--- src/rtl/dram_cycle_ctrl.sv ---
module dram_cycle_ctrl #(
  parameter int ADDR_W = 10,
  parameter int ROW_AW = 4,
  parameter int COL_AW = 4
) (
  input  logic              clk,
  input  logic              rst_n,
  input  logic              ras_n,
  input  logic              cas1_n,
  input  logic              cas2_n,
  input  logic              we_n,
  input  logic              oe_n,
  input  logic [ADDR_W-1:0] addr,
  input  logic [1:0]        din,
  output logic [1:0]        dout,
  output logic              dout_en,
  output logic [2:0]        cyc_kind,
  output logic [ADDR_W-1:0] cyc_row,
  output logic              test_mode
);
  localparam int CELLS = 1 << (ROW_AW + COL_AW);
  localparam logic [2:0] K_NONE = 3'd0, K_ROW = 3'd1, K_CBR = 3'd2, K_HID = 3'd3, K_WCBR = 3'd4;

  logic [1:0] mem [CELLS];

  logic ras_q, cas_q, we_q;
  logic acc, col_seen, cas_held, rd_valid;
  logic [ROW_AW-1:0] row_r;
  logic [COL_AW-1:0] col_r;
  logic [1:0] rd_data;
  logic [ADDR_W-1:0] ref_cnt;

  wire cas_lo   = ~(cas1_n & cas2_n);
  wire ras_fall = ras_q & ~ras_n;
  wire ras_rise = ~ras_q & ras_n;
  wire cas_fall = cas_lo & ~cas_q;
  wire we_fall  = we_q & ~we_n;
  wire col_fall = acc & ~ras_n & cas_fall;
  wire wr_ev    = acc & ~ras_n & cas_lo & ~we_n & (cas_fall | we_fall);
  wire [1:0] wmask = {~cas2_n, ~cas1_n};

  wire [COL_AW-1:0] c_new = addr[COL_AW-1:0];
  wire [COL_AW-1:0] wcol  = cas_fall ? c_new : col_r;

  logic [ROW_AW+COL_AW-1:0] ridx0, ridx1;
  logic [ROW_AW+COL_AW-1:0] widx [2];
  logic [1:0] cell_a, cell_b, rd_next;
  logic agree;

  always_comb begin
    ridx0  = {row_r, test_mode ? {c_new[COL_AW-1:1], 1'b0} : c_new};
    ridx1  = {row_r, c_new[COL_AW-1:1], 1'b1};
    cell_a = mem[ridx0];
    cell_b = mem[ridx1];
    agree  = (cell_a == 2'b00 || cell_a == 2'b11) && (cell_a == cell_b);
    rd_next = test_mode ? {2{agree}} : cell_a;
  end

  for (genvar k = 0; k < 2; k++) begin : g_widx
    assign widx[k] = {row_r, test_mode ? {wcol[COL_AW-1:1], 1'(k)} : wcol};
  end

  always_ff @(posedge clk) begin
    if (wr_ev) begin
      for (int k = 0; k < 2; k++) begin
        if (wmask[0]) mem[widx[k]][0] <= din[0];
        if (wmask[1]) mem[widx[k]][1] <= din[1];
      end
    end
  end

  always_ff @(posedge clk) begin
    if (!rst_n) begin
      ras_q <= 1'b1; cas_q <= 1'b0; we_q <= 1'b1;
      acc <= 1'b0; col_seen <= 1'b0; cas_held <= 1'b0; rd_valid <= 1'b0;
      row_r <= '0; col_r <= '0; rd_data <= '0; ref_cnt <= '0;
      cyc_kind <= K_NONE; cyc_row <= '0; test_mode <= 1'b0;
    end else begin
      ras_q <= ras_n; cas_q <= cas_lo; we_q <= we_n;
      if (ras_fall) begin
        if (!cas_lo) begin
          cyc_kind <= K_ROW;
          cyc_row  <= addr;
          row_r    <= addr[ROW_AW-1:0];
          acc      <= 1'b1;
          col_seen <= 1'b0;
        end else begin
          cyc_row <= ref_cnt;
          ref_cnt <= ref_cnt + 1'b1;
          if (!we_n) begin
            cyc_kind  <= K_WCBR;
            test_mode <= 1'b1;
          end else begin
            cyc_kind  <= cas_held ? K_HID : K_CBR;
            test_mode <= 1'b0;
          end
        end
      end
      if (ras_rise) begin
        acc <= 1'b0;
        if (acc && !col_seen) test_mode <= 1'b0;
      end
      if (col_fall) begin
        col_r    <= c_new;
        col_seen <= 1'b1;
        cas_held <= 1'b1;
        rd_valid <= we_n;
        rd_data  <= rd_next;
      end
      if (wr_ev) rd_valid <= 1'b0;
      if (!cas_lo) begin
        cas_held <= 1'b0;
        rd_valid <= 1'b0;
      end
    end
  end

  assign dout    = rd_data;
  assign dout_en = rd_valid & ~oe_n & cas_lo;

  a_r1_row_capture: assert property (@(posedge clk) disable iff (!rst_n)
    ras_fall && !cas_lo |=> cyc_kind == K_ROW && cyc_row == $past(addr));
  a_r3_cnt_step: assert property (@(posedge clk) disable iff (!rst_n)
    ras_fall && cas_lo |=> ref_cnt == ADDR_W'($past(ref_cnt) + 1'b1));
  a_r5_test_enter: assert property (@(posedge clk) disable iff (!rst_n)
    ras_fall && cas_lo && !we_n |=> test_mode);
  a_r6_test_exit: assert property (@(posedge clk) disable iff (!rst_n)
    ras_fall && cas_lo && we_n |=> !test_mode);
  a_r8_early_quiet: assert property (@(posedge clk) disable iff (!rst_n)
    col_fall && !we_n |=> !dout_en);
  a_r4_hidden_data: assert property (@(posedge clk) disable iff (!rst_n)
    ras_fall && cas_lo && we_n && dout_en |=> dout_en || oe_n || !cas_lo);
endmodule

--- config.mk ---
export PLATFORM = sky130hd
export DESIGN_NAME = dram_cycle_ctrl
export DESIGN_NICKNAME = d
export VERILOG_FILES = /design/src/rtl/dram_cycle_ctrl.sv
export SDC_FILE = /design/constraint.sdc
export NUM_CORES = 1
export LEC_CHECK = 0
export ABC_AREA = 1
export ABC_CLOCK_PERIOD_IN_PS = 6740
export BUFFER_PORTS_ARGS = -buffer_cell sky130_fd_sc_hd__buf_2
export CORE_MARGIN = 10
export CORE_UTILIZATION = 30
export DETAILED_ROUTE_END_ITERATION = 7
export SLEW_MARGIN = 10
export SYNTH_ARGS = -nofsm -noshare
export SYNTH_HDL_FRONTEND = slang
export SYNTH_SLANG_ARGS = --single-unit
export TNS_END_PERCENT = 10
--- constraint.sdc ---
create_clock -name clk -period 6.74 [get_ports clk]
set_clock_uncertainty 0.05 [all_clocks]
set_input_delay 1.348 -clock clk [delete_from_list [all_inputs] [get_ports clk]]
set_output_delay 1.348 -clock clk [all_outputs]
set_load 0.01 [all_outputs]
==> impl_metrics.py <==
metrics = {
    "outcome": {
        "outcome": "completed",
    },
    "synthesis": {
        "synth.avg_cell_area_um2": 9.085,
        "synth_top_cell_by_area": "edfxtp_1",
        "ys_ff_latch": 553,
        "synth.distinct_cells": 28,
        "synth_ff_type": "edfxtp_1",
        "synth_edf_count": 512,
        "synth_cells": 2931,
        "synthTopCellsByArea": "edfxtp_1 58%, nand2_1 11%, nor3_1 9.7%, nand3_1 6.7%, dfxtp_1 3.1%",
        "async_flop_share_pct": 0,
        "synth_warnings": 0,
        "synth_top_area_share_pct": 57.74,
        "synthMostInstantiatedCell": "nand2_1",
        "synthesis.area_um2": 26630,
        "yosysSeqAreaShare_pct": 60.82,
        "netlist_top_cells_count": "804 x nand2_1, 515 x nor3_1, 512 x edfxtp_1",
        "synth_nets": 2951,
    },
    "setup_path": {
        "worst_ep_required_time_ns": 7.25,
        "cp.arrival_ns": 4.65,
        "path_class": "input pin to register",
        "cp_max_fo": 36,
        "end_kind": "register",
        "crit_path_start_kind": "input pin",
    },
    "layout": {
        "final_net_count": 2818,
        "antenna_cells": 0,
        "seq_area_um2": 16200,
        "multi_input_area_um2": 8777,
        "drive_above_1_share_pct": 6.920,
        "syn_to_final_growth_pct": 10.28,
        "fill_cells": 9023,
    },
    "global_route": {
        "grt_pass1_wl_um": 123000,
        "grt_pass1_vias": 19750,
        "gr-usage-met1_pct": 21.40,
        "antenna_found_initial": 0,
        "use_met2_pct": 23.31,
        "grt_use_total_pct": 15.19,
        "grt_max_degree": 165,
        "gr-usage-met3_pct": 2.781,
        "grt_remaining_overflow": 0,
        "busiest_layer": "met2",
    },
    "pwr": {
        "seq_power_share_pct": 49.5,
        "clkPwrFrac_pct": 41.8,
        "comb_power_share_pct": 8.6,
        "vdd_ir_drop_max_mv": 0.1577,
        "power_switching_share_pct": 24.96,
        "switchingPower_mw": 1.895,
        "intPower_mw": 5.698,
        "p_per_area_nw_per_um2": 258.6,
        "finalPower_mw": 7.594,
        "leakage_nw": 10.03,
    },
    "clock_tree": {
        "clock_sinks": 553,
        "cts_inserted_buffers": 59,
        "cts_buffer_depth": 3,
        "clock_latency_ns": 0.63,
        "cts_root_buf": "clkbuf_16",
        "clk_pin_slew_worst_paths_ns": 0.06,
        "h-tree-depth": 2,
        "holdBufCountCts": 0,
        "post-cts-setup-buffers": 0,
        "cts_resized": 0,
        "cts_tree": "built",
    },
    "sta": {
        "fmax_mhz": 241.3,
        "final_hold_viol_count": 0,
        "fin_crit_sh_pct": 61.49,
        "relSlewSlack_pct": 10.20,
        "timing.final.crit_period_ns": 4.144,
        "worstMarginPinSlew_ns": 1.342,
        "rsz0062_at_grt": "false",
        "setup_viol": 0,
        "slew_violations": 0,
        "setup_tns_ns": 0,
    },
    "hold_path": {
        "worstHoldPathType": "register to register",
    },
    "floorplan": {
        "core_area_um2": 88240,
        "die_w_um": 317.9,
        "die-area_um2": 101100,
        "fp-row-count": 109,
        "pin_count": 36,
        "die_h_um": 317.9,
        "initial_core_util_pct": 30.18,
    },
    "job": {
        "maxCapViolations": 0,
    },
    "routing": {
        "ant_nets": 0,
        "via_per_inst": 5.216,
        "drcViolationCount": 0,
        "vias": 20930,
        "dr.pass1.iters": 5,
        "finalWirelength_um": 79860,
        "drt_iter0_markers": 2308,
        "post_drt_wl_per_cell_um": 19.91,
    },
    "placed_design": {
        "portBuffers": 35,
        "post-dp-hpwl_um": 41700,
        "place_congestion": 0.8393,
    },
}
## routing by layer
metal	vias up	wire length, um	part of all wire (%)
li1	9781	-	-
met1	10140	35350	44
met2	867	35420	44
met3	144	6976	8.7
met4	0	2122	2.7
met5	-	0	0
## worst paths after layout
path	from	end	slack (ns)	depth (start not counted)
min	col_r[2]	col_r[2]	0.41	2
max reg2reg	test_mode	dout[0]	3.11	17
max	addr[2]	dout[0]	2.60	15
min reg2reg	col_r[2]	col_r[2]	0.41	2
## layout make-up
cell class	count	share of cell area, %
tap	1165	4.964
inverter	127	1.641
multi-input combinational	1978	29.89
clock inverter	34	0.8309
clock buffer	76	5.548
sequential	553	55.16
timing repair buffer	79	1.969
## critical path, stage by stage
cell and delay, ns:
buf_2 0.63, inv_2 0.08, buf_4 0.33, buf_4 0.39, nand3_1 0.20, nand2_1 0.08, nor2_1 0.20, o21ai_0 0.12
o21ai_0 0.55, nand2_1 0.11, nor2_1 0.15, nand3_1 0.09, nand2_1 0.07, nand3_1 0.10, a21oi_1 0.14
## cell families after synthesis
kind of cell	after synthesis	share of synthesized area, %
AO/OA/AOI/OAI	113	2.241
buffers and inverters	400	6.400
adder cells (fa/ha/maj)	1	0.04698
flip-flops	553	60.82
AND/OR/NAND/NOR	1864	30.49
## flip-flops by register name, indices dropped and copies added (netlist names), 2 cells and up
name / count
cyc_kind: 3
dout: 2
col_r: 4
mem: 512
ref_cnt: 10
cyc_row: 10
row_r: 4
## placed cells by master, fill, tap and decap left out, types with 19 or more instances in the layout
master     netlist  layout
clkbuf_16        0      62
buf_2           87      32
buf_4           21      40
nand2_1        804     787
o21ai_0         71      71
nand2_2          2      19
nor3_1         515     515
inv_1          121     121
nor2_1         177     176
a21oi_1         19      19
dfxtp_1         41      41
nand3_1        356     356
edfxtp_1       512     512
## power groups by stage
stage                     clock [mW]  combinational (mW)  sequential [mW]
after floorplan                    0               0.378             3.83
after global placement             0               0.649             3.83
after detailed placement           0               0.649             3.83
after CTS                       3.22               0.651             3.76
after global routing            3.35               0.713             3.76
final                           3.18               0.657             3.76
## through the flow
stage               util (%)  worst slack (ns)  hold slack (ns)  area [um2]  cells
floorplan                  -             3.517           0.3797       26630   2931
global placement       31.15             2.114           0.3899       27490   3902
detailed placement     31.15             2.082           0.3969       27490   3902
CTS                    33.28             2.735           0.4058       29360   4012
global route           33.28             2.342           0.4255       29360   4012
finish                 33.28             2.596           0.4103       29360   4012
(Power assumes the default switching activity.)
